<file path="src/rtl/trim_cal_pkg.sv">
package trim_cal_pkg;

   typedef enum logic [1:0] {
      ST_IDLE   = 2'd0,
      ST_SEARCH = 2'd1,
      ST_FINAL  = 2'd2
   } cal_state_e;

endpackage

</file>
<file path="src/rtl/trim_settle_timer.sv">
module trim_settle_timer #(
   parameter int SETTLE_W = 8
) (
   input  logic                clk,
   input  logic                rst_n,
   input  logic                load,
   input  logic [SETTLE_W-1:0] load_val,
   output logic                expired
);

   generate
      if (SETTLE_W < 1) begin : g_bad_w
         $error("SETTLE_W must be at least 1");
      end
   endgenerate

   logic [SETTLE_W-1:0] cnt_q;

   always_ff @(posedge clk or negedge rst_n) begin
      if (!rst_n) begin
         cnt_q <= '0;
      end else if (load) begin
         cnt_q <= load_val;
      end else if (cnt_q != '0) begin
         cnt_q <= cnt_q - 1'b1;
      end
   end

   assign expired = (cnt_q == '0);

   // a freshly loaded window never expires in the same cycle unless loaded with zero
   p_reload_r3: assert property (@(posedge clk) disable iff (!rst_n)
      load |=> (expired == ($past(load_val) == '0)));

endmodule

</file>
<file path="src/rtl/trim_step_unit.sv">
module trim_step_unit #(
   parameter int TRIM_W    = 5,
   parameter bit SAT_FINAL = 1'b1
) (
   input  logic              clk,
   input  logic              rst_n,
   input  logic              init,
   input  logic              adjust,
   input  logic              final_adj,
   input  logic              flag,
   output logic [TRIM_W-1:0] trim,
   output logic              step_last
);

   localparam logic [TRIM_W-1:0] MID_CODE   = TRIM_W'(1) << (TRIM_W - 1);
   localparam logic [TRIM_W-1:0] FIRST_STEP = MID_CODE >> 1;
   localparam logic [TRIM_W-1:0] TOP_CODE   = '1;

   generate
      if (TRIM_W < 2) begin : g_bad_w
         $error("TRIM_W must be at least 2");
      end
   endgenerate

   logic [TRIM_W-1:0] trim_q;
   logic [TRIM_W-1:0] step_q;
   logic [TRIM_W-1:0] bumped;

   generate
      if (SAT_FINAL) begin : g_sat
         assign bumped = (trim_q == TOP_CODE) ? trim_q : trim_q + 1'b1;
      end else begin : g_wrap
         assign bumped = trim_q + 1'b1;
      end
   endgenerate

   always_ff @(posedge clk or negedge rst_n) begin
      if (!rst_n) begin
         trim_q <= '0;
         step_q <= '0;
      end else if (init) begin
         trim_q <= MID_CODE;
         step_q <= FIRST_STEP;
      end else if (adjust) begin
         trim_q <= flag ? (trim_q - step_q) : (trim_q + step_q);
         step_q <= step_q >> 1;
      end else if (final_adj) begin
         if (!flag) begin
            trim_q <= bumped;
         end
      end
   end

   assign trim      = trim_q;
   assign step_last = (step_q == TRIM_W'(1));

   // step is a single power of two or zero
   p_step_onehot_r4: assert property (@(posedge clk) disable iff (!rst_n)
      $onehot0(step_q));

   // a high flag during halving always lowers the code
   p_down_on_high_r4: assert property (@(posedge clk) disable iff (!rst_n)
      (adjust && flag && !init) |=> (trim_q < $past(trim_q)));

   // a high flag on the final probe leaves the code alone
   p_final_keep_r5: assert property (@(posedge clk) disable iff (!rst_n)
      (final_adj && flag && !init && !adjust) |=> $stable(trim_q));

endmodule

</file>
<file path="src/rtl/trim_seq_fsm.sv">
module trim_seq_fsm
   import trim_cal_pkg::*;
(
   input  logic clk,
   input  logic rst_n,
   input  logic start,
   input  logic window_over,
   input  logic step_last,
   output logic timer_load,
   output logic step_init,
   output logic step_adjust,
   output logic step_final,
   output logic active,
   output logic done
);

   cal_state_e st_q;
   cal_state_e st_d;
   logic       done_q;

   always_comb begin
      st_d = st_q;
      unique case (st_q)
         ST_IDLE:   if (start) st_d = ST_SEARCH;
         ST_SEARCH: if (window_over && step_last) st_d = ST_FINAL;
         ST_FINAL:  if (window_over) st_d = ST_IDLE;
         default:   st_d = ST_IDLE;
      endcase
   end

   always_ff @(posedge clk or negedge rst_n) begin
      if (!rst_n) begin
         st_q   <= ST_IDLE;
         done_q <= 1'b0;
      end else begin
         st_q   <= st_d;
         done_q <= (st_q == ST_FINAL) && window_over;
      end
   end

   assign step_init   = (st_q == ST_IDLE) && start;
   assign step_adjust = (st_q == ST_SEARCH) && window_over;
   assign step_final  = (st_q == ST_FINAL) && window_over;
   assign timer_load  = step_init || step_adjust;
   assign active      = (st_q != ST_IDLE);
   assign done        = done_q;

   // a start during an unfinished window does not disturb the search
   p_busy_start_r9: assert property (@(posedge clk) disable iff (!rst_n)
      (st_q == ST_SEARCH && start && !window_over) |=> (st_q == ST_SEARCH));

   // done only follows the final probe
   p_done_after_final_r7: assert property (@(posedge clk) disable iff (!rst_n)
      done |-> ($past(st_q) == ST_FINAL));

endmodule

</file>
<file path="src/rtl/trim_search_ctrl.sv">
module trim_search_ctrl #(
   parameter int TRIM_W    = 5,
   parameter int SETTLE_W  = 8,
   parameter bit SAT_FINAL = 1'b1
) (
   input  logic                clk,
   input  logic                rst_n,
   input  logic                start,
   input  logic                cal_flag,
   input  logic [SETTLE_W-1:0] settle_cnt,
   output logic [TRIM_W-1:0]   trim,
   output logic                cal_en,
   output logic                force_mid,
   output logic                busy,
   output logic                done
);

   localparam logic [TRIM_W-1:0] MID_CODE = TRIM_W'(1) << (TRIM_W - 1);

   logic timer_load;
   logic window_over;
   logic step_init;
   logic step_adjust;
   logic step_final;
   logic step_last;
   logic active;

   trim_settle_timer #(.SETTLE_W(SETTLE_W)) u_timer (
      .clk      (clk),
      .rst_n    (rst_n),
      .load     (timer_load),
      .load_val (settle_cnt),
      .expired  (window_over)
   );

   trim_step_unit #(.TRIM_W(TRIM_W), .SAT_FINAL(SAT_FINAL)) u_step (
      .clk       (clk),
      .rst_n     (rst_n),
      .init      (step_init),
      .adjust    (step_adjust),
      .final_adj (step_final),
      .flag      (cal_flag),
      .trim      (trim),
      .step_last (step_last)
   );

   trim_seq_fsm u_fsm (
      .clk         (clk),
      .rst_n       (rst_n),
      .start       (start),
      .window_over (window_over),
      .step_last   (step_last),
      .timer_load  (timer_load),
      .step_init   (step_init),
      .step_adjust (step_adjust),
      .step_final  (step_final),
      .active      (active),
      .done        (done)
   );

   assign busy      = active;
   assign cal_en    = active;
   assign force_mid = active;

   // accepted start applies the midscale code with calibration mode on
   p_start_mid_r2: assert property (@(posedge clk) disable iff (!rst_n)
      (!busy && start) |=> (trim == MID_CODE && cal_en && force_mid));

   // the code cannot move while a settle window is still running
   p_settle_hold_r3: assert property (@(posedge clk) disable iff (!rst_n)
      (busy && !window_over) |=> $stable(trim));

   // done is one cycle wide
   p_done_pulse_r7: assert property (@(posedge clk) disable iff (!rst_n)
      done |=> !done);

   // calibration mode is released when done shows
   p_done_idle_r7: assert property (@(posedge clk) disable iff (!rst_n)
      done |-> (!busy && !cal_en && !force_mid));

   // the final code is held while idle without a new start
   p_hold_r8: assert property (@(posedge clk) disable iff (!rst_n)
      (!busy && !start) |=> $stable(trim));

endmodule

</file>
<file path="config.mk">
export PLATFORM = sky130hd
export DESIGN_NAME = trim_search_ctrl
export DESIGN_NICKNAME = d
export VERILOG_FILES = /design/src/rtl/trim_cal_pkg.sv /design/src/rtl/trim_settle_timer.sv /design/src/rtl/trim_step_unit.sv /design/src/rtl/trim_seq_fsm.sv /design/src/rtl/trim_search_ctrl.sv
export SDC_FILE = /design/constraint.sdc
export NUM_CORES = 1
export LEC_CHECK = 0
export CAP_MARGIN = 20
export CORE_ASPECT_RATIO = 0.6
export CORE_MARGIN = 1.5
export CORE_UTILIZATION = 49
export CTS_BUF_LIST = sky130_fd_sc_hd__clkbuf_8
export CTS_CLUSTER_SIZE = 25
export DETAILED_ROUTE_END_ITERATION = 8
export GPL_TIMING_DRIVEN = 1
export PLACE_DENSITY = 0.77
export SYNTH_ARGS = -nofsm -noshare
export SYNTH_HDL_FRONTEND = slang
export SYNTH_HIERARCHICAL = 1
export SYNTH_SLANG_ARGS = --single-unit
export TNS_END_PERCENT = 1
</file>
<file path="constraint.sdc">
create_clock -name clk -period 3.51 [get_ports clk]
set_input_delay 0.702 -clock clk [delete_from_list [all_inputs] [get_ports clk]]
set_output_delay 0.702 -clock clk [all_outputs]
set_load 0.05 [all_outputs]
</file>
-- After elaboration in Yosys (flattened, before gate mapping)
Cells that the tools add are included.
- shifts and indexed selects: 0
- divide/modulo/power cells: 0
- $add $sub $neg: 4
- order comparisons: 0
- mux-type cells: 14
- reductions and logical operators: 14
- equal/unequal tests: 9
- multiply operators: 0
- bitwise logic cells: 0
- operators by type and width (cell ; number):
    $mux 5 ; 8
    $mux 8 ; 2
    $logic_not 8->1 ; 1
    $reduce_bool 8->1 ; 1
    $sub 8x1->8 const B ; 1
    $mux 2 ; 3
    $ne 3x1->1 const B ; 2
    $pmux 2 s3 ; 1
    $reduce_and 3->1 ; 2
    $reduce_bool 2->1 ; 3
    $add 5x1->5 const B ; 1
    $add 5x5->5 ; 1
    $eq 5x1->1 const B ; 1
    $eq 5x5->1 const B ; 1
    $sub 5x5->5 ; 1
    $logic_and 1x1->1 ; 4
    $ne 2x1->1 const B ; 2
    $reduce_bool 3->1 ; 1
    $eq 2x1->1 const B ; 1
    $eq 2x2->1 const B ; 1
    $logic_not 2->1 ; 1
    $ne 2x2->1 const B ; 1
    $logic_or 1x1->1 ; 1
- flip-flop bits (word level): 21
- memory bits (read-only): 0
- output and inout port bits: 9
- memories kept: 0
- input bits: 12
- RAM bits: 0
- latch bits: 0

-- Logic depth before layout (Yosys ltp)
- word-level depth: 6
- gate-level depth with buffers: 17
- gate-level depth less buffers: 15

-- Modules after synthesis
Netlist, hierarchy kept.
- modules (own cells, without submodules) (module ; instances ; area an instance (um^2) ; cells each):
    trim_step_unit ; 1 ; 640.6 ; 66
    trim_settle_timer ; 1 ; 476.7 ; 54
    trim_seq_fsm ; 1 ; 150.1 ; 16
    trim_search_ctrl ; 1 ; 15.0 ; 2

-- Worst setup path after synthesis
No wires, ideal clock.
- kind: flip-flop to flip-flop
- start: register u_timer.cnt_q[0]
- end: register u_step.trim_q[4] (netlist: u_step/trim[4])
- library setup time: 132 ps
- required time: 3378 ps
- clock period less this slack: 3429 ps
- cell stages (with the launch flop): 17
- path slack: 81 ps
- arrival: 3297 ps
- path through: dfrtp_1 -> inv_1 -> ha_1 -> or3b_1 -> clkbuf_2 -> nor2_1 -> inv_1 -> nor3b_1 -> buf_2 -> inv_1 -> a211oi_1 -> fa_1 -> a21o_1 -> a21oi_1 -> xnor2_1 -> nor3_1 -> or3b_1
- cells in the longest elaborated chain, start to end: 4
- ends and longest elaborated chain (item ; RTL line ; text):
    start, declared ; trim_settle_timer.sv:17 ; logic [SETTLE_W-1:0] cnt_q;
    start signal, assigned ; trim_settle_timer.sv:23 ; cnt_q <= load_val;
    start signal, assigned ; trim_settle_timer.sv:25 ; cnt_q <= cnt_q - 1'b1;
    $logic_not 8->1 (*) ; trim_settle_timer.sv:29 ; assign expired = (cnt_q == '0);
    via window_over ; trim_search_ctrl.sv:21 ; logic window_over;
    $logic_and 1x1->1 (*) ; trim_seq_fsm.sv:42 ; assign step_adjust = (st_q == ST_SEARCH) && window_over;
    via step_adjust ; trim_search_ctrl.sv:23 ; logic step_adjust;
    $ne 3x1->1 (no line) (tied with other cells) ; n/a ;
    $reduce_and 3->1 (no line) or $mux 5 (tied branches) ; n/a ;
    end signal, assigned ; trim_step_unit.sv:45 ; trim_q <= flag ? (trim_q - step_q) : (trim_q + step_q);
    end signal, assigned ; trim_step_unit.sv:49 ; trim_q <= bumped;
    end, declared ; trim_step_unit.sv:25 ; logic [TRIM_W-1:0] trim_q;
The timed path passes the listed nets; every way through them passes the cells marked *.
A chain may end at the register's enable or synchronous reset.

-- Worst setup path after layout
Ends and elaborated chain as after synthesis.

==> impl_metrics.tcl <==
set metrics [dict create \
    worst_pin_slew_ns 0.901 \
    critPathKind "register to register" \
    vias 1112 \
    htree_levels 1 \
    ir_worst_vdd_v 0.000357 \
    cap_violations 0 \
    status "completed" \
    cts_buffers 3 \
    cp_data_arrival_time_ns 3.50 \
    netlist_instances 138 \
    clk_latency_ns 0.26 \
    io_pins 21 \
    antenna_found_initial 0 \
    stdcell_area_um2 1600 \
    num_rows 14 \
    cts_buffer_depth 2 \
    clkTransAtPathRegs_ns 0.07 \
    period_share_pct 95.9 \
    cp-start-kind "register" \
    fin_ws_ns 0.143 \
    root_buffer "clkbuf_8" \
    wl_per_cell_um 16.9 \
    regArea_um2 500 \
    slew_headroom_pct 39.8 \
    die_h_um 42.6 \
    hold_viol_final 0 \
    drt_first_pass_iters 5 \
    drc 0 \
    period_minus_slack_ns 3.37 \
    seq_area_frac_synth_pct 39.0 \
    synth_area_per_cell_um2 9.29 \
    powerDensity_nw_per_um2 644 \
    max_freq_mhz 297 \
    die_w_um 69.0 \
    layout_common_cells "clkdlybuf4s50_1 (20), dfrtp_1 (20), nor2_1 (18)" \
    multiInputGateArea_um2 729 \
    slew_viol_final 0 \
    diodes 0 \
    synth-seq-cells 20 \
    io_buffers 20 \
    synthesis.area_um2 1280 \
    place.gp.congestion 0.798 \
    tns_ns 0 \
    grt_pass1_wl_um 5420 \
    place_area_um2 1520 \
    vias_per_cell 5.79 \
    hold_path_class "register to register" \
    grt_start_max_net_pins 21 \
    place_ws_ns -0.0290 \
    n_fill_cell 219 \
    dp_hpwl_um 2410 \
    detail-route-antenna-nets 0 \
    tritoncts "yes" \
    power.leakage_nw 0.682 \
    drive_gt1_share_pct 9.38 \
    cts_hold_buf 0 \
    core_um2 2490 \
    die_area_um2 2940 \
    synth_cell_types 46 \
    initial_utilization_pct 51.6 \
    nets 182 \
    finClkSkew_ns 0.00530 \
    first_global_vias 1131 \
    grt-ovfl-total 0 \
    wirelength_um 3250 \
    syn_nets 158 \
    clkSinkCount 20 \
    setup_violations 0 \
    synthToLayoutAreaGrowth_pct 24.6 \
    drt_iter0_drc 99 \
    crit_required_ns 3.64 \
    grt_usage_pct 24.6 \
    critPathMaxFanout 5 \
    synth_warnings 6 \
    end_kind "register" \
]
-- worst paths after layout --
check                                  from               end  slack, ns  depth (start not counted)
max                        u_timer/cnt_q[0]    u_step/trim[4]       0.14                         14
min                           u_fsm/st_q[1]     u_fsm/st_q[0]       0.57                          1
max reg2reg                u_timer/cnt_q[0]    u_step/trim[4]       0.14                         14
min reg2reg                   u_fsm/st_q[1]     u_fsm/st_q[0]       0.57                          1
max in group asynchronous             rst_n  u_timer/cnt_q[6]       2.01                          1
min in group asynchronous             rst_n  u_timer/cnt_q[1]       0.95                          1
-- worst max-delay path: stages (launching register included) --
cell and delay [ns]:
dfrtp_1 0.42, inv_1 0.10, ha_2 0.22, or3b_1 0.41, nor2_2 0.16, inv_1 0.09, nor3b_2 0.25, inv_1 0.16
nor2_1 0.13, ha_1 0.27, a21o_1 0.18, a21oi_1 0.22, xnor2_2 0.16, nor3_1 0.08, or3b_1 0.39
-- Yosys cell counts (all sizes together) --
| master | n | area [um^2] |
|---|---|---|
| dfrtp | 20 | 500 |
| nor2 | 19 | 71.3 |
| inv | 12 | 45.0 |
| ha | 7 | 87.6 |
| mux2i | 6 | 60.1 |
| nand2 | 6 | 22.5 |
| a21oi | 5 | 25.0 |
| nor3 | 5 | 25.0 |
| o21ai | 5 | 25.0 |
| buf | 4 | 23.8 |
| nor3b | 4 | 30.0 |
| o31ai | 4 | 30.0 |
| nand3 | 3 | 20.0 |
| xnor2 | 3 | 26.3 |
| xor2 | 3 | 26.3 |
| a211oi | 2 | 15.0 |
| a21o | 2 | 15.0 |
| a31oi | 2 | 27.5 |
| nor4 | 2 | 12.5 |
| or3b | 2 | 17.5 |
| or4 | 2 | 15.0 |
| a21boi | 1 | 7.51 |
| a221oi | 1 | 8.76 |
| a2bb2oi | 1 | 8.76 |
| a311oi | 1 | 8.76 |
| and3 | 1 | 6.26 |
| clkbuf | 1 | 5.00 |
| dlygate4sd1 | 1 | 8.76 |
| fa | 1 | 20.0 |
| nand2b | 1 | 6.26 |
| nand3b | 1 | 7.51 |
| nand4 | 1 | 6.26 |
| nand4b | 1 | 8.76 |
| nor2b | 1 | 6.26 |
| o21bai | 1 | 7.51 |
| o22ai | 1 | 6.26 |
| o311ai | 1 | 8.76 |
| o31a | 1 | 8.76 |
| o41ai | 1 | 8.76 |
| or2 | 1 | 6.26 |
| or3 | 1 | 6.26 |
-- power by group --
part,switching (W),internal (W)
Clock,0.0000712,0.0000764
Sequential,0.000119,0.000313
Combinational,0.000254,0.000196
-- sequential cells by signal (all words and copies together) (netlist names) --
register / flops
u_fsm/done: 1
u_timer/cnt_q: 8
u_fsm/st_q: 2
u_step/trim: 5
u_step/step_q: 4
-- kinds of logic (layout without fill, tap and decap cells) --
group	Yosys count	in the layout	synth area share [%]
mux	6	6	4.68
compound gates	29	29	16.5
buf+inv	18	40	6.44
fa+ha+maj	8	8	8.39
xor+xnor	6	6	4.10
flops	20	20	39.0
simple gates	51	51	20.9
-- routing by layer --
layer	GRT usage, %	routed length [um]
met1	32.8	1530
met2	37.1	1460
met3	6.73	183
met4	12.5	79
met5	0	0
-- final cells by class --
class                   count  area share [%]
multi-input cells         100            45.7
flip-flops and latches     20            31.3
repair buffers             25            15.1
inverters                  12            2.82
clock buffers               3            2.58
well taps                  32            2.51
-- through the flow --
step	util, %	hold slack, ns	power (W)	cells
after floorplan	-	0.406	0.000703	138
after global placement	60.9	0.500	0.000815	188
after detailed placement	60.9	0.537	0.000852	188
after CTS	62.8	0.548	0.00101	191
after global routing	64.2	0.586	0.00111	192
final	64.2	0.567	0.00103	192
-- what timing repair did --
action / 4_1_cts / 5_1_grt
pin swaps: 0 / 2
buffers inserted: 0 / 1
endpoints found under the setup margin: 1 / 1
gates resized for setup: 1 / 6
Note: power is estimated with default switching activity, not from simulation.
